`src/rtl/acc_pkg.sv`:
```
package acc_pkg;
  // decoded opcode line indices
  localparam int unsigned OP_AND = 0;
  localparam int unsigned OP_ADD = 1;
  localparam int unsigned OP_LDA = 2;
  localparam int unsigned OP_REG = 7;
  // timing step indices
  localparam int unsigned T_EXEC = 5;
  localparam int unsigned T_REG  = 3;
  // instruction bit selectors
  localparam int unsigned IR_CLR = 11;
  localparam int unsigned IR_INP = 11;
  localparam int unsigned IR_CMP = 9;
  localparam int unsigned IR_SHR = 7;
  localparam int unsigned IR_SHL = 6;
  localparam int unsigned IR_INC = 5;

  typedef struct packed {
    logic and_dr;
    logic add_dr;
    logic ld_dr;
    logic ld_in;
    logic cmp;
    logic shr;
    logic shl;
  } path_ops_t;

  typedef struct packed {
    path_ops_t path;
    logic      clr;
    logic      inc;
  } acc_ctl_t;
endpackage

```
`src/rtl/acc_ctrl.sv`:
```
module acc_ctrl
  import acc_pkg::*;
#(
  parameter int unsigned NUM_D = 8,
  parameter int unsigned NUM_T = 8,
  parameter int unsigned IRW   = 12
) (
  input  logic [NUM_D-1:0] d_i,
  input  logic [NUM_T-1:0] t_i,
  input  logic             ind_i,
  input  logic [IRW-1:0]   ir_i,
  output acc_ctl_t         ctl_o,
  output logic             ld_o
);
  logic reg_ref;
  logic io_ref;
  logic exec;

  assign reg_ref = d_i[OP_REG] & ~ind_i & t_i[T_REG];
  assign io_ref  = d_i[OP_REG] &  ind_i & t_i[T_REG];
  assign exec    = t_i[T_EXEC];

  always_comb begin
    ctl_o.path.and_dr = d_i[OP_AND] & exec;
    ctl_o.path.add_dr = d_i[OP_ADD] & exec;
    ctl_o.path.ld_dr  = d_i[OP_LDA] & exec;
    ctl_o.path.ld_in  = io_ref & ir_i[IR_INP];
    ctl_o.path.cmp    = reg_ref & ir_i[IR_CMP];
    ctl_o.path.shr    = reg_ref & ir_i[IR_SHR];
    ctl_o.path.shl    = reg_ref & ir_i[IR_SHL];
    ctl_o.clr         = reg_ref & ir_i[IR_CLR];
    ctl_o.inc         = reg_ref & ir_i[IR_INC];
  end

  assign ld_o = |ctl_o.path;
endmodule

```
`src/rtl/acc_bit_stage.sv`:
```
module acc_bit_stage
  import acc_pkg::*;
(
  input  path_ops_t ops_i,
  input  logic      ac_i,
  input  logic      ac_up_i,  // bit i+1 (or extend at the top)
  input  logic      ac_dn_i,  // bit i-1 (or extend at the bottom)
  input  logic      dr_i,
  input  logic      in_i,
  input  logic      c_i,
  output logic      d_o,
  output logic      c_o
);
  logic sum;

  assign sum = ac_i ^ dr_i ^ c_i;
  assign c_o = (ac_i & dr_i) | (c_i & (ac_i ^ dr_i));

  assign d_o = (ops_i.and_dr & ac_i & dr_i)
             | (ops_i.add_dr & sum)
             | (ops_i.ld_dr  & dr_i)
             | (ops_i.ld_in  & in_i)
             | (ops_i.cmp    & ~ac_i)
             | (ops_i.shr    & ac_up_i)
             | (ops_i.shl    & ac_dn_i);
endmodule

```
`src/rtl/acc_reg.sv`:
```
module acc_reg #(
  parameter int unsigned DW = 16
) (
  input  logic          clk_i,
  input  logic          rst_ni,
  input  logic          clr_i,
  input  logic          inc_i,
  input  logic          ld_i,
  input  logic [DW-1:0] d_i,
  output logic [DW-1:0] q_o
);
  always_ff @(posedge clk_i or negedge rst_ni) begin
    if (!rst_ni)    q_o <= '0;
    else if (clr_i) q_o <= '0;
    else if (inc_i) q_o <= q_o + 1'b1;
    else if (ld_i)  q_o <= d_i;
  end


  clr_wins_chk: assert property (@(posedge clk_i) disable iff (!rst_ni)
    clr_i |=> q_o == '0);


  inc_step_chk: assert property (@(posedge clk_i) disable iff (!rst_ni)
    (inc_i && !clr_i) |=> q_o == DW'($past(q_o) + 1'b1));


  idle_hold_chk: assert property (@(posedge clk_i) disable iff (!rst_ni)
    (!clr_i && !inc_i && !ld_i) |=> $stable(q_o));
endmodule

```
`src/rtl/acc_datapath.sv`:
```
module acc_datapath
  import acc_pkg::*;
#(
  parameter int unsigned DW    = 16,
  parameter int unsigned IW    = 8,
  parameter int unsigned NUM_D = 8,
  parameter int unsigned NUM_T = 8,
  parameter int unsigned IRW   = 12
) (
  input  logic             clk_i,
  input  logic             rst_ni,
  input  logic [NUM_D-1:0] d_i,
  input  logic [NUM_T-1:0] t_i,
  input  logic             ind_i,
  input  logic [IRW-1:0]   ir_i,
  input  logic [DW-1:0]    dr_i,
  input  logic [IW-1:0]    inpr_i,
  input  logic             e_i,
  output logic [DW-1:0]    ac_o,
  output logic             e_o,
  output logic             e_we_o
);
  acc_ctl_t      ctl;
  logic          ld;
  logic [DW-1:0] nxt;
  logic [DW:0]   carry;
  logic [DW+1:0] ac_ext;  // extend bit at both ends for shifts

  acc_ctrl #(.NUM_D(NUM_D), .NUM_T(NUM_T), .IRW(IRW)) u_ctrl (
    .d_i   (d_i),
    .t_i   (t_i),
    .ind_i (ind_i),
    .ir_i  (ir_i),
    .ctl_o (ctl),
    .ld_o  (ld)
  );

  assign ac_ext   = {e_i, ac_o, e_i};
  assign carry[0] = 1'b0;

  for (genvar i = 0; i < DW; i++) begin : g_stage
    logic in_bit;
    if (i < IW) begin : g_in
      assign in_bit = inpr_i[i];
    end else begin : g_no_in
      assign in_bit = 1'b0;
    end
    acc_bit_stage u_stage (
      .ops_i   (ctl.path),
      .ac_i    (ac_o[i]),
      .ac_up_i (ac_ext[i+2]),
      .ac_dn_i (ac_ext[i]),
      .dr_i    (dr_i[i]),
      .in_i    (in_bit),
      .c_i     (carry[i]),
      .d_o     (nxt[i]),
      .c_o     (carry[i+1])
    );
  end

  acc_reg #(.DW(DW)) u_reg (
    .clk_i  (clk_i),
    .rst_ni (rst_ni),
    .clr_i  (ctl.clr),
    .inc_i  (ctl.inc),
    .ld_i   (ld),
    .d_i    (nxt),
    .q_o    (ac_o)
  );

  assign e_o    = carry[DW];
  assign e_we_o = ctl.path.add_dr;


  add_sum_chk: assert property (@(posedge clk_i) disable iff (!rst_ni)
    (ctl.path.add_dr && !ctl.clr && !ctl.inc)
      |=> {$past(e_o), ac_o} == ({1'b0, $past(ac_o)} + {1'b0, $past(dr_i)}));


  shr_fill_chk: assert property (@(posedge clk_i) disable iff (!rst_ni)
    (ctl.path.shr && !ctl.clr && !ctl.inc && $onehot(ctl.path))
      |=> ac_o == {$past(e_i), $past(ac_o[DW-1:1])});


  shl_fill_chk: assert property (@(posedge clk_i) disable iff (!rst_ni)
    (ctl.path.shl && !ctl.clr && !ctl.inc && $onehot(ctl.path))
      |=> ac_o == {$past(ac_o[DW-2:0]), $past(e_i)});


  inp_upper_zero_chk: assert property (@(posedge clk_i) disable iff (!rst_ni)
    (ctl.path.ld_in && !ctl.clr && !ctl.inc && $onehot(ctl.path))
      |=> ac_o == {{(DW-IW){1'b0}}, $past(inpr_i)});
endmodule

```
`config.mk`:
```
export PLATFORM = sky130hd
export DESIGN_NAME = acc_datapath
export DESIGN_NICKNAME = d
export VERILOG_FILES = /design/src/rtl/acc_pkg.sv /design/src/rtl/acc_ctrl.sv /design/src/rtl/acc_bit_stage.sv /design/src/rtl/acc_reg.sv /design/src/rtl/acc_datapath.sv
export SDC_FILE = /design/constraint.sdc
export NUM_CORES = 1
export LEC_CHECK = 0
export BUFFER_PORTS_ARGS = -buffer_cell sky130_fd_sc_hd__buf_2
export CORE_MARGIN = 1
export CORE_UTILIZATION = 55
export DETAILED_ROUTE_END_ITERATION = 8
export PLACE_DENSITY = 0.85
export RECOVER_POWER = 25
export SLEW_MARGIN = 20
export SYNTH_ARGS = -nofsm -noshare
export SYNTH_HDL_FRONTEND = slang
export SYNTH_SLANG_ARGS = --single-unit
export TNS_END_PERCENT = 50
```
`constraint.sdc`:
```
create_clock -name clk_i -period 20.9 [get_ports clk_i]
set_input_delay 3.135 -clock clk_i [delete_from_list [all_inputs] [get_ports clk_i]]
set_output_delay 3.135 -clock clk_i [all_outputs]
set_load 0.02 [all_outputs]
```
==> impl_metrics.py, run 1 <==
metrics = {
    "pwr": {
        "power_switching_share_pct": 46.1,
        "p_comb_share_pct": 50.1,
        "powerDensity_mw_per_mm2": 65.4,
        "seq_power_share_pct": 31.7,
        "p_int_w": 0.0000895,
        "vdd_ir_drop_max_uv": 33.3,
        "p_total_w": 0.000166,
        "p_sw_w": 0.0000764,
        "clkPwrFrac_pct": 18.3,
        "p_leak_nw": 1.17,
    },
    "routing": {
        "antenna_left": 0,
        "wirelength_um": 6710,
        "drc": 0,
        "vias": 2513,
        "via_per_inst": 6.58,
        "first_pass_iters": 7,
        "drtIter0Drc": 186,
        "wire_per_inst_um": 17.6,
    },
    "setup_path": {
        "crit_type": "primary input to primary output",
        "arrival_ps": 9270,
        "required_ps": 17770,
        "end_kind": "primary output",
        "rrSetupSlack_ps": 13710,
        "start_kind": "primary input",
        "worstPathMaxFanout": 2,
    },
    "die": {
        "fp.dieH_um": 67.9,
        "die-area_mm2": 0.00462,
        "core_mm2": 0.00409,
        "io_pins": 74,
        "num_rows": 23,
        "fp.dieW_um": 67.9,
        "initial_core_util_pct": 58.5,
    },
    "timing": {
        "period_share_pct": 59.4,
        "setup_ws_ps": 8490,
        "period_minus_slack_ps": 12410,
        "tns_ps": 0,
        "fmax_mhz": 80.6,
        "rsz0062_at_grt": "false",
        "hold_violations": 0,
        "skew_ps": 5.87,
        "tightest_slew_ps": 1020,
        "setup-violations-final": 0,
        "slew_headroom_pct": 31.7,
        "drv_slew": 0,
    },
    "synthesis": {
        "yosysWarnings": 0,
        "synth_edf_count": 0,
        "syn_area_per_cell_um2": 7.61,
        "synth_cells": 314,
        "yosysSeqAreaShare_pct": 16.7,
        "ys_ff_latch": 16,
        "ys_types": 58,
        "syn_area_mm2": 0.00239,
        "yosys_most_used_dff": "dfrtp_1",
        "synthArstFlopShare_pct": 100,
        "syn-num-nets": 387,
    },
    "cts": {
        "cts_sinks": 16,
        "numCtsBuffers": 3,
        "clockRootBuffer": "clkbuf_8",
        "clk_latency_ps": 260,
        "postCtsHoldBufs": 0,
        "tritoncts": "built",
        "cts-resized-gates": 0,
        "h-tree-depth": 1,
        "cts_max_path_buffers": 2,
        "clk_pin_slew_ps": 70,
        "cts_setup_buffers": 0,
    },
    "cells_and_area": {
        "drive_above_1_share_pct": 19.9,
        "largest_reg_flops": 16,
        "regMostFlops": "u_reg.q_o",
        "area_delta_synth_final_pct": 6.07,
        "top_regs": "u_reg.q_o (16)",
        "fin_nets": 406,
        "final_area_mm2": 0.00254,
        "antenna_cells": 0,
    },
    "placed_design": {
        "dp_slack_ps": 8430,
        "dpl.hpwl_um": 4710,
        "placed_cell_area_mm2": 0.00248,
        "finalWeightedCongestion": 0.941,
        "io_buffers": 56,
    },
    "job": {
        "maxCapViolCount": 0,
    },
    "global_routing": {
        "grt_max_degree": 23,
        "grt_first_pass_wirelength_um": 11100,
        "antenna_found_initial": 0,
        "grt_overflow": 0,
        "grt_pass1_vias": 2383,
        "grt_util_all_layers_pct": 32.1,
    },
    "worst_hold_path": {
        "worstHoldPathType": "register to register",
    },
    "outcome": {
        "status": "completed",
    },
}
cells by family after synthesis:
family | count (synthesis) | share of synthesized area, %
AO/OA/AOI/OAI | 122 | 34.2
XOR/XNOR | 4 | 1.47
adder cells (fa/ha/maj) | 17 | 13.6
buffers and inverters | 76 | 15.9
flip-flops | 16 | 16.7
AND/OR/NAND/NOR | 79 | 18.1
worst paths after layout:
| check | cells after the start | from | to |
|---|---|---|---|
| worst min-delay path | 1 | u_reg.q_o[4]$_DFFE_PN0P_ | u_reg.q_o[4]$_DFFE_PN0P_ |
| worst max register to register | 22 | u_reg.q_o[0]$_DFFE_PN0P_ | u_reg.q_o[15]$_DFFE_PN0P_ |
| worst max-delay path | 22 | dr_i[0] | e_o |
| min in group asynchronous | 1 | rst_ni | u_reg.q_o[1]$_DFFE_PN0P_ |
| worst min register to register | 1 | u_reg.q_o[4]$_DFFE_PN0P_ | u_reg.q_o[4]$_DFFE_PN0P_ |
| max in group asynchronous | 1 | rst_ni | u_reg.q_o[11]$_DFFE_PN0P_ |
layout make-up:
type                    count  area (um^2)
fillers                   395         1550
well taps                  50         62.6
multi-input cells         222         1610
repair buffers             56          279
flip-flops and latches     16          400
inverters                  34          128
clock buffers               4         55.1
power by group through the flow:
stage / Sequential, W / Clock, W / Combinational [W]
6_report: 0.0000525 / 0.0000303 / 0.0000830
5_1_grt: 0.0000544 / 0.0000312 / 0.0000936
4_1_cts: 0.0000519 / 0.0000302 / 0.0000833
3_5_place_dp: 0.0000524 / 0 / 0.0000828
3_3_place_gp: 0.0000523 / 0 / 0.0000790
2_1_floorplan: 0.0000438 / 0 / 0.0000770
per-layer routing:
layer / track usage (%) / part of all wire (%)
met2: 54.2 / 48
met5: 0 / 0
met4: 12.2 / 2.7
met3: 5.00 / 8.4
met1: 40.7 / 40
critical path, stage by stage:
cell and delay (ps):
buf_2 90, ha_1 150, inv_1 50, fa_1 370, fa_1 410, fa_1 400
fa_1 400, fa_1 400, fa_1 400, fa_1 390, fa_1 380, fa_1 380
fa_1 390, fa_1 410, fa_1 390, inv_1 90, fa_1 200, fa_1 190
inv_1 60, fa_1 360, inv_1 60, buf_2 150
Yosys cell counts, types with 3 or more instances:
cell	count	area, um^2
buf_2	15	75.1
and3_1	4	25.0
clkbuf_1	7	26.3
a211oi_1	9	67.6
o21ai_0	5	25.0
and4_1	3	26.3
a31oi_1	8	50.1
nand2_1	17	63.8
nor2_1	14	52.6
dfrtp_1	16	400
a22o_1	11	96.3
o22ai_1	15	93.8
nand2b_1	7	43.8
a21o_1	5	37.5
a21oi_1	40	200
nor3_1	5	25.0
fa_1	15	300
nand3_1	13	65.1
inv_1	33	124
a22oi_1	5	37.5
buf_4	18	135
xnor2_1	4	35.0
cells in the final DEF, fill, tap and decap left out, types with 7 or more instances in the layout:
master and count:
nand3_1 13, a22o_1 11, nand2b_1 7, nand2_1 17, a31oi_1 8, nor2_1 14, dfrtp_1 16, fa_1 15
a21oi_1 40, o22ai_1 15, a211oi_1 9, inv_1 33, buf_2 55
per-stage QoR:
stage	instances	util (%)	hold slack (ps)
after floorplan	314	-	572
after global placement	378	60.7	618
after CTS	382	62.1	641
after global routing	382	62.1	723
after detailed placement	378	60.7	620
final	382	62.1	654
Note: power is estimated with default switching activity, not from simulation.
==> inputs of run 2 (changes only) <==
--- a/config.mk
+++ b/config.mk
@@ -7,9 +7,9 @@
 export LEC_CHECK = 0
 export BUFFER_PORTS_ARGS = -buffer_cell sky130_fd_sc_hd__buf_2
 export CORE_MARGIN = 1
-export CORE_UTILIZATION = 55
+export CORE_UTILIZATION = 53
 export DETAILED_ROUTE_END_ITERATION = 8
-export PLACE_DENSITY = 0.85
+export PLACE_DENSITY = 0.82
 export RECOVER_POWER = 25
 export SLEW_MARGIN = 20
 export SYNTH_ARGS = -nofsm -noshare
==> constraint.sdc (replaced) <==
create_clock -name clk_i -period 12.68 [get_ports clk_i]
set_input_delay 1.902 -clock clk_i [delete_from_list [all_inputs] [get_ports clk_i]]
set_output_delay 1.902 -clock clk_i [all_outputs]
set_load 0.02 [all_outputs]
==> impl_metrics.py, run 2 (synthesis gave the netlist of run 1 again) <==
metrics = {
    "cts": {
        "clk_pin_slew_ps": 70,
        "postCtsHoldBufs": 0,
        "clockRootBuffer": "clkbuf_8",
        "cts_max_path_buffers": 2,
        "tritoncts": "built",
        "numCtsBuffers": 3,
        "h-tree-depth": 1,
        "cts-resized-gates": 0,
        "cts_sinks": 16,
        "clk_latency_ps": 260,
        "cts_setup_buffers": 0,
    },
    "global_routing": {
        "grt_first_pass_wirelength_um": 11300,
        "grt_pass1_vias": 2365,
        "antenna_found_initial": 0,
        "grt_max_degree": 23,
        "grt_overflow": 0,
        "grt_util_all_layers_pct": 28.8,
    },
    "routing": {
        "drc": 0,
        "first_pass_iters": 5,
        "antenna_left": 0,
        "wirelength_um": 6760,
        "vias": 2491,
        "drtIter0Drc": 259,
        "via_per_inst": 6.49,
        "wire_per_inst_um": 17.6,
    },
    "timing": {
        "period_minus_slack_ps": 9920,
        "period_share_pct": 78.2,
        "hold_violations": 0,
        "setup-violations-final": 0,
        "tns_ps": 0,
        "setup_ws_ps": 2760,
        "rsz0062_at_grt": "false",
        "fmax_mhz": 101,
        "skew_ps": 6.85,
        "tightest_slew_ps": 1030,
        "drv_slew": 0,
        "slew_headroom_pct": 31.0,
    },
    "setup_path": {
        "crit_type": "primary input to primary output",
        "start_kind": "primary input",
        "end_kind": "primary output",
        "required_ps": 10780,
        "worstPathMaxFanout": 2,
        "arrival_ps": 8020,
    },
    "job": {
        "maxCapViolCount": 0,
    },
    "placed_design": {
        "dp_slack_ps": 2700,
        "dpl.hpwl_um": 4720,
        "finalWeightedCongestion": 0.904,
        "io_buffers": 56,
    },
    "pwr": {
        "p_leak_nw": 1.17,
        "vdd_ir_drop_max_uv": 49.2,
        "p_comb_share_pct": 50.2,
        "powerDensity_mw_per_mm2": 107,
        "clkPwrFrac_pct": 17.8,
        "p_sw_w": 0.000123,
        "power_switching_share_pct": 45.6,
        "p_int_w": 0.000147,
        "seq_power_share_pct": 32.0,
    },
    "cells_and_area": {
        "fillers": 425,
        "largest_reg_flops": 16,
        "top_regs": "u_reg.q_o (16)",
        "layout_common_cells": "55 x buf_2, 40 x a21oi_1, 33 x inv_1",
        "regMostFlops": "u_reg.q_o",
        "fin_nets": 406,
        "drive_above_1_share_pct": 19.9,
        "layout_commonest_cell": "buf_2",
        "antenna_cells": 0,
        "area_delta_synth_final_pct": 6.17,
    },
    "die": {
        "initial_core_util_pct": 54.9,
        "num_rows": 24,
        "fp.dieH_um": 69.2,
        "fp.dieW_um": 69.2,
        "core_mm2": 0.00435,
        "io_pins": 74,
        "die-area_mm2": 0.00478,
    },
    "worst_hold_path": {
        "worstHoldPathType": "register to register",
    },
    "outcome": {
        "status": "completed",
    },
}
==> run 2: cell counts in the layout (fill, tap and decap cells not counted) <==
No cell type changed its count.
==> run 2: power by group through the flow <==
| stage | Clock [W] | Sequential (W) | Combinational (W) |
|---|---|---|---|
| 2_1_floorplan | 0 | 0.0000721 | 0.000127 |
| 4_1_cts | 0.0000476 | 0.0000856 | 0.000137 |
| 5_1_grt | 0.0000499 | 0.0000893 | 0.000152 |
| 6_report | 0.0000482 | 0.0000866 | 0.000136 |
| 3_5_place_dp | 0 | 0.0000864 | 0.000136 |
| 3_3_place_gp | 0 | 0.0000861 | 0.000130 |
==> run 2: routing by layer <==
metal / vias to the layer above / global-route usage (%) / part of all wire [%]
met5: - / 0 / 0
li1: 1162 / - / -
met4: 0 / 9.98 / 1.7
met3: 10 / 2.34 / 7.2
met1: 1201 / 39.0 / 42
met2: 118 / 48.2 / 49
==> run 2: path summary, 6_finish.rpt <==
path	startpoint	end	slack, ps	cells past startpoint
worst min register to register	u_reg.q_o[3]$_DFFE_PN0P_	u_reg.q_o[3]$_DFFE_PN0P_	670	1
worst min-delay path	u_reg.q_o[3]$_DFFE_PN0P_	u_reg.q_o[3]$_DFFE_PN0P_	670	1
worst max register to register	u_reg.q_o[0]$_DFFE_PN0P_	u_reg.q_o[15]$_DFFE_PN0P_	5510	22
worst max-delay path	dr_i[0]	e_o	2760	22
min in group asynchronous	rst_ni	u_reg.q_o[1]$_DFFE_PN0P_	1800	1
max in group asynchronous	rst_ni	u_reg.q_o[11]$_DFFE_PN0P_	10250	1
==> run 2: layout make-up <==
type,count,area (um^2),share of cell area (%)
clock buffers,4,55.1,2.17
inverters,34,128,5.03
multi-input cells,222,1610,63.5
flip-flops and latches,16,400,15.8
well taps,52,65.1,2.56
repair buffers,56,279,11.0
==> run 2: critical path: stages <==
cell and delay, ps:
buf_2 90, ha_1 150, inv_1 50, fa_1 390, fa_1 410, fa_1 400
fa_1 390, fa_1 390, fa_1 390, fa_1 380, fa_1 390, fa_1 400
fa_1 400, fa_1 410, fa_1 390, inv_1 80, fa_1 200, fa_1 170
inv_1 60, fa_1 360, inv_1 60, buf_2 150
==> run 2: through the flow <==
step                total power, W  area, um^2  hold WS (ps)  cells  utilization [%]
finish                    0.000271        2540           673    384             58.3
detailed placement        0.000223        2480           650    380             57.1
global placement          0.000216        2480           627    380             57.1
CTS                       0.000270        2540           668    384             58.3
floorplan                 0.000199        2390           572    314                -
global route              0.000292        2540           725    384             58.3
==> inputs of run 3 (changes only) <==
--- a/config.mk
+++ b/config.mk
@@ -7,9 +7,9 @@
 export LEC_CHECK = 0
 export BUFFER_PORTS_ARGS = -buffer_cell sky130_fd_sc_hd__buf_2
 export CORE_MARGIN = 1
-export CORE_UTILIZATION = 53
+export CORE_UTILIZATION = 48
 export DETAILED_ROUTE_END_ITERATION = 8
-export PLACE_DENSITY = 0.82
+export PLACE_DENSITY = 0.79
 export RECOVER_POWER = 25
 export SLEW_MARGIN = 20
 export SYNTH_ARGS = -nofsm -noshare
==> constraint.sdc (replaced) <==
create_clock -name clk_i -period 8.35 [get_ports clk_i]
set_input_delay 1.2525 -clock clk_i [delete_from_list [all_inputs] [get_ports clk_i]]
set_output_delay 1.2525 -clock clk_i [all_outputs]
set_load 0.02 [all_outputs]
==> impl_metrics.py, run 3 (synthesis gave the netlist of run 1 again) <==
metrics = {
    "outcome": {
        "status": "completed",
    },
    "placed_design": {
        "finalWeightedCongestion": 0.884,
        "placed_cell_area_mm2": 0.00251,
        "dpl.hpwl_um": 4680,
        "io_buffers": 56,
    },
    "timing": {
        "hold_violations": 0,
        "skew_ps": 2.70,
        "timing.hold.ws_ps": 664,
        "tightest_slew_ps": 974,
        "slew_headroom_pct": 34.7,
        "fmax_mhz": 124,
        "drv_slew": 0,
        "setup-violations-final": 0,
        "rsz0062_at_grt": "false",
        "period_minus_slack_ps": 8090,
        "period_share_pct": 96.8,
    },
    "routing": {
        "vias": 2505,
        "wirelength_um": 6610,
        "via_per_inst": 6.26,
        "drtIter0Drc": 235,
        "drc": 0,
        "antenna_left": 0,
        "wire_per_inst_um": 16.5,
        "first_pass_iters": 5,
    },
    "worst_hold_path": {
        "worstHoldPathType": "register to register",
    },
    "cells_and_area": {
        "top_regs": "u_reg.q_o (16)",
        "layout_common_cells": "54 x buf_2, 40 x a21oi_1, 32 x inv_1",
        "final_area_mm2": 0.00259,
        "largest_reg_flops": 16,
        "fin_nets": 407,
        "regMostFlops": "u_reg.q_o",
        "drive_above_1_share_pct": 23.7,
        "layout_commonest_cell": "buf_2",
        "area_delta_synth_final_pct": 8.53,
        "antenna_cells": 0,
    },
    "pwr": {
        "seq_power_share_pct": 31.8,
        "p_comb_share_pct": 50.6,
        "vdd_ir_drop_max_uv": 86.0,
        "powerDensity_mw_per_mm2": 160,
        "p_leak_nw": 1.16,
        "p_sw_w": 0.000188,
        "power_switching_share_pct": 45.3,
        "clkPwrFrac_pct": 17.6,
        "p_int_w": 0.000227,
    },
    "global_routing": {
        "grt_overflow": 0,
        "grt_max_degree": 23,
        "grt_util_all_layers_pct": 27.1,
        "grt_first_pass_wirelength_um": 11100,
        "grt_pass1_vias": 2336,
        "antenna_found_initial": 0,
    },
    "setup_path": {
        "end_kind": "primary output",
        "cpPeakStageDelay_ps": 390,
        "start_kind": "primary input",
        "cp.depth": 22,
        "slowest_stage": "fa_1",
        "cp_top_family": "adder cells",
        "crit_chain": "buf_2 -> ha_1 -> inv_1 -> fa_2 -> fa_2 -> fa_2 -> fa_2 -> fa_2 -> fa_2 -> fa_1 -> fa_1 -> fa_2 -> fa_2 -> fa_2 -> fa_2 -> inv_2 -> fa_2 -> fa_1 -> inv_1 -> fa_1 -> inv_1 -> buf_4",
        "cp-endpoint": "e_o",
        "crit_type": "primary input to primary output",
        "worstPathMaxFanout": 2,
        "path_buf_inv": 6,
        "rr_startpoint": "u_reg.q_o[0]$_DFFE_PN0P_",
        "required_ps": 7100,
        "reg2regPathDepth": 22,
        "crit_top_cell": "fa_2",
        "rrSetupSlack_ps": 1680,
        "r2r_end": "u_reg.q_o[15]$_DFFE_PN0P_",
        "arrival_ps": 6830,
        "startpoint": "dr_i[0]",
    },
    "die": {
        "num_rows": 25,
        "core_mm2": 0.00475,
        "fp.dieH_um": 72.6,
        "io_pins": 74,
        "die-area_mm2": 0.00527,
        "fp.dieW_um": 72.6,
        "initial_core_util_pct": 50.3,
    },
    "cts": {
        "clk_latency_ps": 260,
        "clockRootBuffer": "clkbuf_8",
        "postCtsHoldBufs": 0,
        "cts_max_path_buffers": 2,
        "tritoncts": "built",
        "h-tree-depth": 1,
        "cts_sinks": 16,
        "numCtsBuffers": 3,
        "clk_pin_slew_ps": 70,
    },
    "job": {
        "maxCapViolCount": 0,
    },
}
## run 3: cell count changes in the layout (fill, tap and decap cells not counted)
cell,change
fa_2,+11
buf_4,+2
fa_1,-11
buf_2,-1
inv_1,-1
inv_2,+1
## run 3: worst min path at each step
| stage | start | slack (ps) | depth (start not counted) | end |
|---|---|---|---|---|
| floorplan | u_reg.q_o[4]$_DFFE_PN0P_ | 570 | 1 | u_reg.q_o[4]$_DFFE_PN0P_ |
| global placement | u_reg.q_o[4]$_DFFE_PN0P_ | 620 | 1 | u_reg.q_o[4]$_DFFE_PN0P_ |
| detailed placement | u_reg.q_o[4]$_DFFE_PN0P_ | 640 | 1 | u_reg.q_o[4]$_DFFE_PN0P_ |
| CTS | u_reg.q_o[4]$_DFFE_PN0P_ | 660 | 1 | u_reg.q_o[4]$_DFFE_PN0P_ |
| global route | u_reg.q_o[4]$_DFFE_PN0P_ | 690 | 1 | u_reg.q_o[4]$_DFFE_PN0P_ |
| finish | u_reg.q_o[4]$_DFFE_PN0P_ | 660 | 1 | u_reg.q_o[4]$_DFFE_PN0P_ |
## run 3: power by group through the flow
stage	Clock [W]	Combinational (W)	Sequential [W]
4_1_cts	0.0000721	0.000210	0.000131
5_1_grt	0.0000776	0.000238	0.000138
2_1_floorplan	0	0.000193	0.000110
3_3_place_gp	0	0.000199	0.000132
6_report	0.0000731	0.000210	0.000132
3_5_place_dp	0	0.000206	0.000133
## run 3: area by class of cell
class | count | area, um^2
Multi-Input combinational cell | 222 | 1640
Inverter | 34 | 128
Tap cell | 67 | 83.8
Timing Repair Buffer | 57 | 289
Clock buffer | 4 | 55.1
Fill cell | 491 | 2160
Sequential cell | 16 | 400
## run 3: per-layer routing
layer	wire, um	vias to the layer above	global-route usage, %
li1	-	1171	-
met1	2740	1199	35.7
met2	3210	121	44.5
met3	537	14	4.97
met4	118	0	9.59
met5	0	-	0
## run 3: worst register-to-register path, delay by kind of cell, from the launching register on
family	cells	cell delay, ps
DFF	1	520
buffers and inverters	3	170
adders and majority gates	16	5330
and+or+nand+nor	1	170
AOI/OAI and AO/OA	2	370
## run 3: what timing repair did
action                                  4_1_cts  5_1_grt
endpoints found under the setup margin        1        1
gates resized for setup                       8        5
setup buffers                                 0        0
## run 3: metrics by stage
step,TNS [ps],setup WS (ps),std cells,utilization (%),total power [W]
final,0,264,400,54.6,0.000415
after global routing,0,48.8,400,54.6,0.000453
after CTS,0,14.5,400,54.4,0.000413
after detailed placement,-308,-308,396,52.8,0.000338
after global placement,-255,-255,396,52.8,0.000330
after floorplan,0,164,314,-,0.000302
